`src/rtl/memerr_pkg.sv`:
```
// Package: shared constants and types for the memory error capture unit.
// Assumes byte-addressed 32-bit registers decoded on an 8-bit offset.
package memerr_pkg;
    localparam int NT     = 3;   // number of fault types
    localparam int REG_AW = 8;   // register offset width
    localparam int REG_DW = 32;  // register data width

    typedef enum logic [1:0] {
        KIND_DEC = 2'd0,
        KIND_XLT = 2'd1,
        KIND_SEC = 2'd2
    } err_kind_e;

    localparam logic [REG_AW-1:0] OFS_PEND = 8'h00;
    localparam logic [REG_AW-1:0] OFS_MASK = 8'h04;
    localparam logic [REG_AW-1:0] OFS_REC0 = 8'h10;

    // Byte offset of the status register of fault type k; the address follows at +4.
    function automatic logic [REG_AW-1:0] rec_base(input int k);
        return OFS_REC0 + REG_AW'(8 * k);
    endfunction
endpackage

```
`src/rtl/memerr_slot.sv`:
```
// Module: one fault-type record: pending flag, status word and faulting address.
// The status layout is picked by KIND. Assumes err_vld is a single-cycle pulse
// and clr is the decoded one-to-clear bit for this type.
module memerr_slot
    import memerr_pkg::*;
#(
    parameter err_kind_e KIND   = KIND_DEC,
    parameter int        CID_W  = 6,
    parameter int        ERR_AW = 32
) (
    input  logic              clk,
    input  logic              rst_n,
    input  logic              err_vld,
    input  logic [CID_W-1:0]  err_cid,
    input  logic              err_wr,
    input  logic              err_aux,
    input  logic [ERR_AW-1:0] err_addr,
    input  logic              clr,
    output logic              pending,
    output logic [REG_DW-1:0] stat_q,
    output logic [ERR_AW-1:0] addr_q
);
    logic [REG_DW-1:0] word;
    logic              take;

    // Format the status word for this fault type.
    generate
        if (KIND == KIND_XLT) begin : g_xlt
            logic unused_aux;
            assign unused_aux = err_aux;
            always_comb begin
                word = '0;
                word[0] = err_wr;
                word[CID_W:1] = err_cid;
            end
        end else if (KIND == KIND_SEC) begin : g_sec
            always_comb begin
                word = '0;
                word[CID_W-1:0] = err_cid;
                word[30] = err_aux;
                word[31] = err_wr;
            end
        end else begin : g_dec
            logic unused_aux;
            assign unused_aux = err_aux;
            always_comb begin
                word = '0;
                word[CID_W-1:0] = err_cid;
                word[31] = err_wr;
            end
        end
    endgenerate

    // A fault is taken when nothing is held or the held record is being cleared.
    assign take = err_vld && (!pending || clr);

    // Capture the record, hold it while pending, drop the flag on clear.
    always_ff @(posedge clk) begin
        if (!rst_n) begin
            pending <= 1'b0;
            stat_q  <= '0;
            addr_q  <= '0;
        end else if (take) begin
            pending <= 1'b1;
            stat_q  <= word;
            addr_q  <= err_addr;
        end else if (clr) begin
            pending <= 1'b0;
        end
    end


    hold_record_chk: assert property (@(posedge clk) disable iff (!rst_n)
        (pending && !clr) |=> ($stable(stat_q) && $stable(addr_q) && pending));


    clear_race_chk: assert property (@(posedge clk) disable iff (!rst_n)
        (err_vld && clr) |=> (pending && addr_q == $past(err_addr)));


    clear_drop_chk: assert property (@(posedge clk) disable iff (!rst_n)
        (clr && !err_vld) |=> !pending);


    first_capture_chk: assert property (@(posedge clk) disable iff (!rst_n)
        (err_vld && !pending) |=> (pending && addr_q == $past(err_addr)));
endmodule

```
`src/rtl/memerr_irq.sv`:
```
// Module: interrupt mask register and registered interrupt level.
// Assumes pend comes from the per-type records and mask_we is a decoded write.
module memerr_irq
    import memerr_pkg::*;
(
    input  logic          clk,
    input  logic          rst_n,
    input  logic          mask_we,
    input  logic [NT-1:0] mask_wdata,
    input  logic [NT-1:0] pend,
    output logic [NT-1:0] mask_q,
    output logic          irq
);
    // Load the mask from software writes.
    always_ff @(posedge clk) begin
        if (!rst_n)       mask_q <= '0;
        else if (mask_we) mask_q <= mask_wdata;
    end

    // Register the OR of the enabled pending bits.
    always_ff @(posedge clk) begin
        if (!rst_n) irq <= 1'b0;
        else        irq <= |(pend & mask_q);
    end


    mask_load_chk: assert property (@(posedge clk) disable iff (!rst_n)
        mask_we |=> (mask_q == $past(mask_wdata)));


    irq_raise_chk: assert property (@(posedge clk) disable iff (!rst_n)
        (|(pend & mask_q)) |=> irq);


    irq_quiet_chk: assert property (@(posedge clk) disable iff (!rst_n)
        !(|(pend & mask_q)) |=> !irq);
endmodule

```
`src/rtl/memerr_capture.sv`:
```
// Module: top of the memory error capture unit. Packs the three fault sources,
// instantiates one record per type, decodes register writes and muxes reads.
// Assumes CID_W <= 30 so the security flags in bits 30/31 stay clear of the ID.
module memerr_capture
    import memerr_pkg::*;
#(
    parameter int CID_W  = 6,
    parameter int ERR_AW = 32
) (
    input  logic              clk,
    input  logic              rst_n,
    input  logic              dec_vld,
    input  logic [CID_W-1:0]  dec_client,
    input  logic              dec_write,
    input  logic [ERR_AW-1:0] dec_addr,
    input  logic              xlt_vld,
    input  logic [CID_W-1:0]  xlt_client,
    input  logic              xlt_write,
    input  logic [ERR_AW-1:0] xlt_addr,
    input  logic              sec_vld,
    input  logic [CID_W-1:0]  sec_client,
    input  logic              sec_write,
    input  logic              sec_subtype,
    input  logic [ERR_AW-1:0] sec_addr,
    input  logic              reg_wr_en,
    input  logic [7:0]        reg_addr,
    input  logic [31:0]       reg_wdata,
    output logic [31:0]       reg_rdata,
    output logic              irq
);
    logic [NT-1:0]             vld, wr, aux, clr, pend, mask_q;
    logic [NT-1:0][CID_W-1:0]  cid;
    logic [NT-1:0][ERR_AW-1:0] faddr, rec_addr;
    logic [NT-1:0][REG_DW-1:0] rec_stat;
    logic                      mask_we;
    logic                      unused_wdata;

    // Gather the per-type fault inputs into indexed vectors.
    assign vld   = {sec_vld, xlt_vld, dec_vld};
    assign wr    = {sec_write, xlt_write, dec_write};
    assign aux   = {sec_subtype, 1'b0, 1'b0};
    assign cid   = {sec_client, xlt_client, dec_client};
    assign faddr = {sec_addr, xlt_addr, dec_addr};

    // Decode the one-to-clear and mask writes.
    assign clr          = (reg_wr_en && reg_addr == OFS_PEND) ? reg_wdata[NT-1:0] : '0;
    assign mask_we      = reg_wr_en && reg_addr == OFS_MASK;
    assign unused_wdata = ^reg_wdata[31:NT];

    for (genvar k = 0; k < NT; k++) begin : g_rec
        memerr_slot #(
            .KIND   (err_kind_e'(k)),
            .CID_W  (CID_W),
            .ERR_AW (ERR_AW)
        ) u_slot (
            .clk      (clk),
            .rst_n    (rst_n),
            .err_vld  (vld[k]),
            .err_cid  (cid[k]),
            .err_wr   (wr[k]),
            .err_aux  (aux[k]),
            .err_addr (faddr[k]),
            .clr      (clr[k]),
            .pending  (pend[k]),
            .stat_q   (rec_stat[k]),
            .addr_q   (rec_addr[k])
        );
    end

    memerr_irq u_irq (
        .clk        (clk),
        .rst_n      (rst_n),
        .mask_we    (mask_we),
        .mask_wdata (reg_wdata[NT-1:0]),
        .pend       (pend),
        .mask_q     (mask_q),
        .irq        (irq)
    );

    // Select read data for the addressed register.
    always_comb begin
        reg_rdata = '0;
        if (reg_addr == OFS_PEND) reg_rdata = 32'(pend);
        if (reg_addr == OFS_MASK) reg_rdata = 32'(mask_q);
        for (int k = 0; k < NT; k++) begin
            if (reg_addr == rec_base(k))         reg_rdata = rec_stat[k];
            if (reg_addr == rec_base(k) + 8'd4)  reg_rdata = 32'(rec_addr[k]);
        end
    end


    pend_set_chk: assert property (@(posedge clk) disable iff (!rst_n)
        (|vld) |=> ((pend & $past(vld)) == $past(vld)));
endmodule

```
`config.mk`:
```
export PLATFORM = sky130hd
export DESIGN_NAME = memerr_capture
export DESIGN_NICKNAME = d
export VERILOG_FILES = /design/src/rtl/memerr_pkg.sv /design/src/rtl/memerr_slot.sv /design/src/rtl/memerr_irq.sv /design/src/rtl/memerr_capture.sv
export SDC_FILE = /design/constraint.sdc
export NUM_CORES = 1
export LEC_CHECK = 0
export ABC_AREA = 1
export BUFFER_PORTS_ARGS = -buffer_cell sky130_fd_sc_hd__buf_2
export CORE_MARGIN = 1
export CORE_UTILIZATION = 50
export DETAILED_ROUTE_END_ITERATION = 7
export HOLD_SLACK_MARGIN = 0.1
export PLACE_DENSITY = 0.74
export SLEW_MARGIN = 10
export SYNTH_ARGS = -nofsm -noshare
export SYNTH_HDL_FRONTEND = slang
export SYNTH_SLANG_ARGS = --single-unit
```
`constraint.sdc`:
```
create_clock -name clk -period 1.6 [get_ports clk]
set_input_delay 0.24 -clock clk [delete_from_list [all_inputs] [get_ports clk]]
set_output_delay 0.24 -clock clk [all_outputs]
set_load 0.01 [all_outputs]
```
* Yosys cells after proc, flatten, opt, wreduce, memory -nomap -nowiden
Index checks and enable logic that the tools add are counted.
W data, S select, Z words.
** Storage, ports and cells
- Memories :: 0
- Bits in read-only memories :: 0
- Output and inout bits :: 33
- Memory bits (writable) :: 0
- Register bits after elaboration :: 125
- Input bits :: 164
- Bits in latches :: 0
- Word-level logic and storage cells :: 50
** Cells by class
- Equal/unequal tests :: 7
- $add $sub $neg :: 0
- Reduce and logical (&&, ||, !) cells :: 16
- $mul :: 0
- $lt $le $gt $ge :: 0
- Muxes and demuxes :: 15
- Shift operators :: 0
- Divide/modulo/power cells :: 0
- Bitwise gates (word level) :: 1
** Operators by type and width (number)
- $mux W32 :: 7
- $eq A8 B5 Y1 const B :: 4
- $eq A8 B6 Y1 const B :: 2
- $eq A8 B3 Y1 const B :: 1
- $logic_not A8 Y1 :: 1
- $mux W1 :: 6
- $mux W3 :: 2
- $reduce_bool A2 Y1 :: 3
- $logic_and A1 B1 Y1 :: 5
- $and A3 B3 Y3 :: 1
- $logic_not A1 Y1 :: 3
- $logic_or A1 B1 Y1 :: 3
- $reduce_or A3 Y1 :: 1

* Depth between registers and ports, before layout
- Word-level depth :: 9
- Mapped depth :: 9

* Cells and area by module
A second synthesis with hierarchy kept.
** Second synthesis, totals
- Cells, all modules :: 1215
- Area, all modules :: 7815.0 um^2
** Modules (own cells, without submodules)
- memerr_slot (g_rec[0].u_slot ...) :: area an instance 2016.9 um^2, seq. area each 800.8 um^2, times used 2, cells each 286
- memerr_slot (g_rec[2].u_slot) :: area an instance 2067.0 um^2, seq. area each 820.8 um^2, times used 1, cells each 291
- memerr_capture :: area an instance 1569.0 um^2, seq. area each 0.0 um^2, times used 1, cells each 332
- memerr_irq :: area an instance 145.1 um^2, seq. area each 80.1 um^2, times used 1, cells each 20

* Worst setup path after synthesis
No wires, ideal clock.
- Path type :: input-to-output
- Start :: in reg_addr[5]
- End :: out reg_rdata[2]
- Arrival time :: 1.183 ns
- Path slack :: 0.177 ns
- Buffers on the path :: 2
- Required time :: 1.360 ns
- Stages :: 7
- Cell sequence :: inv_1 -> nand2_1 -> nor2_1 -> buf_2 -> buf_1 -> nand3_1 -> nand4_1
** On the way
- Longest elaborated chain between the ends :: 9
- Elaborated cells between the ends (all ways) :: 16
** RTL lines
- start: declaration :: line memerr_capture.sv:26 : input logic [7:0] reg_addr,
- $logic_not A8 Y1 :: line memerr_capture.sv:83 : if (reg_addr == OFS_PEND) reg_rdata = 32'(pend);
- $mux W3 :: line memerr_capture.sv:83
- $mux W32 :: line memerr_capture.sv:84 : if (reg_addr == OFS_MASK) reg_rdata = 32'(mask_q);
- $mux W32 :: line memerr_capture.sv:86 : if (reg_addr == rec_base(k)) reg_rdata = rec_stat[k];
- $mux W32 :: line memerr_capture.sv:87 : if (reg_addr == rec_base(k) + 8'd4) reg_rdata = 32'(rec_addr[k]);
- $mux W32 :: line memerr_capture.sv:86
- $mux W32 :: line memerr_capture.sv:87
- $mux W32 :: line memerr_capture.sv:86
- $mux W32 (*) :: line memerr_capture.sv:87
- end: declaration :: line memerr_capture.sv:28 : output logic [31:0] reg_rdata,
Every way passes the cells marked *; elsewhere a longest branch is shown, timed or not.

* Final worst setup path
- Start :: in reg_addr[1]
- End :: out reg_rdata[31]
** On the way
- Longest elaborated chain between the ends :: 7
- Elaborated cells between the ends (all ways) :: 12
** RTL lines (line)
- $eq A8 B5 Y1 :: memerr_capture.sv:86
- $mux W32 :: memerr_capture.sv:86
- $mux W32 :: memerr_capture.sv:87
- $mux W32 :: memerr_capture.sv:86
- $mux W32 :: memerr_capture.sv:87
- $mux W32 :: memerr_capture.sv:86
- $mux W32 (*) :: memerr_capture.sv:87
Marked as above.

==> results.py <==
metrics = {
    "status": {
        "outcome": "finished with violations",
        "violations": "negative setup slack",
    },
    "cts": {
        "cts_tree": "done",
        "cts_sinks": 125,
        "cts_buffers": 17,
        "cts_max_path_buffers": 2,
        "htree_levels": 4,
        "root_buffer": "clkbuf_16",
        "clk_latency_ns": 0.41,
        "clk_pin_slew_worst_paths_ns": 0.06,
        "cts_hold_buf": 0,
    },
    "worst_hold_path": {
        "min_from": "reg_wdata[2]",
        "hold-path-endpoint": "u_irq.mask_q[2]",
        "min_path_type": "in -> reg",
        "hold_path_depth": 3,
    },
    "synthesis": {
        "netlist_area_mm2": 0.00654,
        "synth_cell_types": 21,
        "synth-seq-area-share_pct": 38.3,
        "ys_top_cells_by_area": "dfxtp_1, nand3_1, nand2_1",
        "syn_inst": 1040,
        "synth_top_area_share_pct": 38.3,
        "syn_avg_cell_area_um2": 6.29,
        "synth_top_area_cell": "dfxtp_1",
        "ys_ff_latch": 125,
        "yosysWarnings": 0,
        "synth.net_count": 1204,
    },
    "detailed_routing": {
        "drt_iter0_markers": 571,
        "viasPerCell": 5.22,
        "drc": 0,
        "routedWlPerCell_um": 14.2,
        "first_pass_iters": 5,
        "vias": 7220,
        "drtAntennaViolNets": 0,
        "wirelength_mm": 19.6,
    },
    "setup_path": {
        "cp-start-kind": "input port",
        "worst_ep_required_time_ns": 1.36,
        "critical_path_class": "in -> out",
        "r2r-end": "g_rec[1].u_slot.addr_q[27]",
        "crit_arrival_ns": 1.38,
        "worstRegToRegCells": 5,
        "path_max_fanout": 5,
        "end_kind": "output pin",
        "rrSetupSlack_ns": 0.55,
        "r2r-start": "g_rec[1].u_slot.pending",
    },
    "layout": {
        "stdcell_area_mm2": 0.00894,
        "synthToLayoutAreaGrowth_pct": 36.7,
        "layout.cells.non_filler": 1384,
        "n_fill_cell": 1108,
        "final_nets": 1364,
        "diodes": 0,
        "layout-drive-gt1-share_pct": 25.9,
        "fin_util_pct": 70.5,
    },
    "timing": {
        "post-route-period-util_pct": 102,
        "tightest_slew_ns": 0.396,
        "max_freq_mhz": 616,
        "maxSlewViolCount": 0,
        "hold_ws_ns": 0.112,
        "rsz0062_at_grt": "true",
        "fin_crit_ns": 1.62,
        "fin_skew_ns": 0.00394,
        "setup_ws_ns": -0.0246,
        "final_hold_viol_count": 0,
        "max_slew_margin_pct": 73.6,
        "setup_viol": 6,
    },
    "pwr": {
        "internal_power_mw": 6.14,
        "vdd_drop_max_v": 0.000801,
        "clkPwrFrac_pct": 43.6,
        "sequentialPowerShare_pct": 42.2,
        "netSwitchingPower_mw": 2.15,
        "combPwrFrac_pct": 14.1,
        "leakagePower_nw": 4.79,
        "power_density_mw_per_mm2": 927,
        "p_sw_share_pct": 25.9,
    },
    "place": {
        "dpl-instance-area_mm2": 0.00766,
        "hpwl_mm": 12.1,
        "numPortBuffers": 167,
        "dp_cells": 1333,
        "gp_congestion": 0.858,
    },
    "run": {
        "cap_violations": 0,
    },
    "die": {
        "rows": 41,
        "ios": 197,
        "die_h_um": 116,
        "die-area_mm2": 0.0135,
        "die_w_um": 116,
        "start_util_pct": 51.6,
        "core_area_mm2": 0.0127,
    },
    "global_routing": {
        "grt_overflow": 0,
        "first_global_vias": 6295,
        "grt_pass1_wl_mm": 29.7,
        "grt_util_all_layers_pct": 28.4,
        "grt_max_degree": 82,
        "antenna_found_initial": 0,
    },
}
registers in the layout, indices dropped and copies added (netlist names):
signal,cells
u_irq.mask_q,3
g_rec.u_slot.addr_q,96
g_rec.u_slot.stat_q,22
u_irq.irq,1
g_rec.u_slot.pending,3
power groups by stage:
stage	clock [mW]	sequential, mW	combinational [mW]
after detailed placement	0	3.54	1.11
after global routing	3.78	3.52	1.31
after floorplan	0	3.51	0.754
after CTS	3.64	3.48	1.15
after global placement	0	3.54	1.09
final	3.61	3.50	1.17
worst max-delay path, stage by stage:
cell and delay, ns:
buf_2 0.11, inv_2 0.06, nand2_4 0.07, nor4_4 0.22, buf_6 0.16, buf_12 0.12
buf_12 0.12, nand2_4 0.04, nand4_1 0.08, buf_2 0.14
cells by family (layout without fill, tap and decap cells):
| group | count (synthesis) | in the layout | synth area share [%] |
|---|---|---|---|
| simple gates | 567 | 567 | 37.6 |
| buf+inv | 224 | 396 | 14.6 |
| compound gates | 124 | 124 | 9.49 |
| flops | 125 | 125 | 38.3 |
cell usage in the layout, fill, tap and decap left out, types with 4 or more instances in the layout:
| master | n |
|---|---|
| nand2_1 | 184 |
| nand3_1 | 178 |
| buf_2 | 145 |
| inv_1 | 139 |
| nor2_1 | 135 |
| dfxtp_1 | 124 |
| a21oi_1 | 121 |
| nand3_2 | 25 |
| buf_6 | 24 |
| clkbuf_16 | 20 |
| buf_4 | 20 |
| buf_12 | 20 |
| nand2_2 | 14 |
| nand2_4 | 9 |
| nand4_1 | 9 |
| nor2_4 | 5 |
| nor2_2 | 5 |
| clkinv_2 | 5 |
| inv_2 | 4 |
| clkbuf_8 | 4 |
| buf_16 | 4 |
how the worst max path moves through the flow:
stage                 from            end  slack [ns]  depth (start not counted)
4_1_cts        reg_addr[0]  reg_rdata[23]       -0.03                          9
3_5_place_dp   reg_addr[7]  reg_rdata[12]       -0.07                          8
3_3_place_gp   reg_addr[7]  reg_rdata[12]       -0.08                          8
6_report       reg_addr[1]  reg_rdata[31]       -0.02                         10
5_1_grt        reg_addr[5]   reg_rdata[0]       -0.06                         10
2_1_floorplan  reg_addr[5]   reg_rdata[2]        0.18                          7
per-layer routing:
metal	GRT usage, %	share of wire (%)	vias up
li1	-	-	3598
met3	4.93	6.3	49
met1	35.6	43	3264
met4	15.3	3.5	0
met2	46.6	48	309
met5	0	0	-
through the flow:
step / setup TNS, ns / setup WS [ns] / power [mW]
5_1_grt: -0.863 / -0.0643 / 8.62
3_3_place_gp: -1.04 / -0.0768 / 4.63
4_1_cts: -0.247 / -0.0324 / 8.27
6_report: -0.0784 / -0.0246 / 8.28
3_5_place_dp: -0.981 / -0.0704 / 4.65
2_1_floorplan: 0 / 0.177 / 4.27
layout make-up:
class | instances | area, um^2 | share of cell area [%]
timing repair buffer | 219 | 1780 | 19.9
clock inverter | 7 | 62.6 | 0.700
multi-input combinational | 691 | 3320 | 37.2
sequential | 125 | 2500 | 28.0
tap | 172 | 215 | 2.41
inverter | 146 | 566 | 6.33
clock buffer | 24 | 492 | 5.50
repair_timing:
item                                    4_1_cts  5_1_grt
gates cloned                                  4        3
pin swaps                                     1       13
hold endpoints to repair                      0        0
resized for setup                            27       79
buffers inserted                              7        6
endpoints found under the setup margin       30       32
synthesized netlist by cell type:
master and n:
a21oi_1 121, buf_1 22, buf_2 23, buf_4 1
buf_6 11, clkbuf_1 21, dfxtp_1 125, inv_1 144
inv_2 2, nand2_1 203, nand2_2 3, nand2_4 1
nand3_1 201, nand3_2 2, nand4_1 9, nor2_1 143
nor2_2 1, nor2_4 1, nor3_1 2, nor4_4 1
o21ai_0 3
Power figures use the tool's default switching activity.
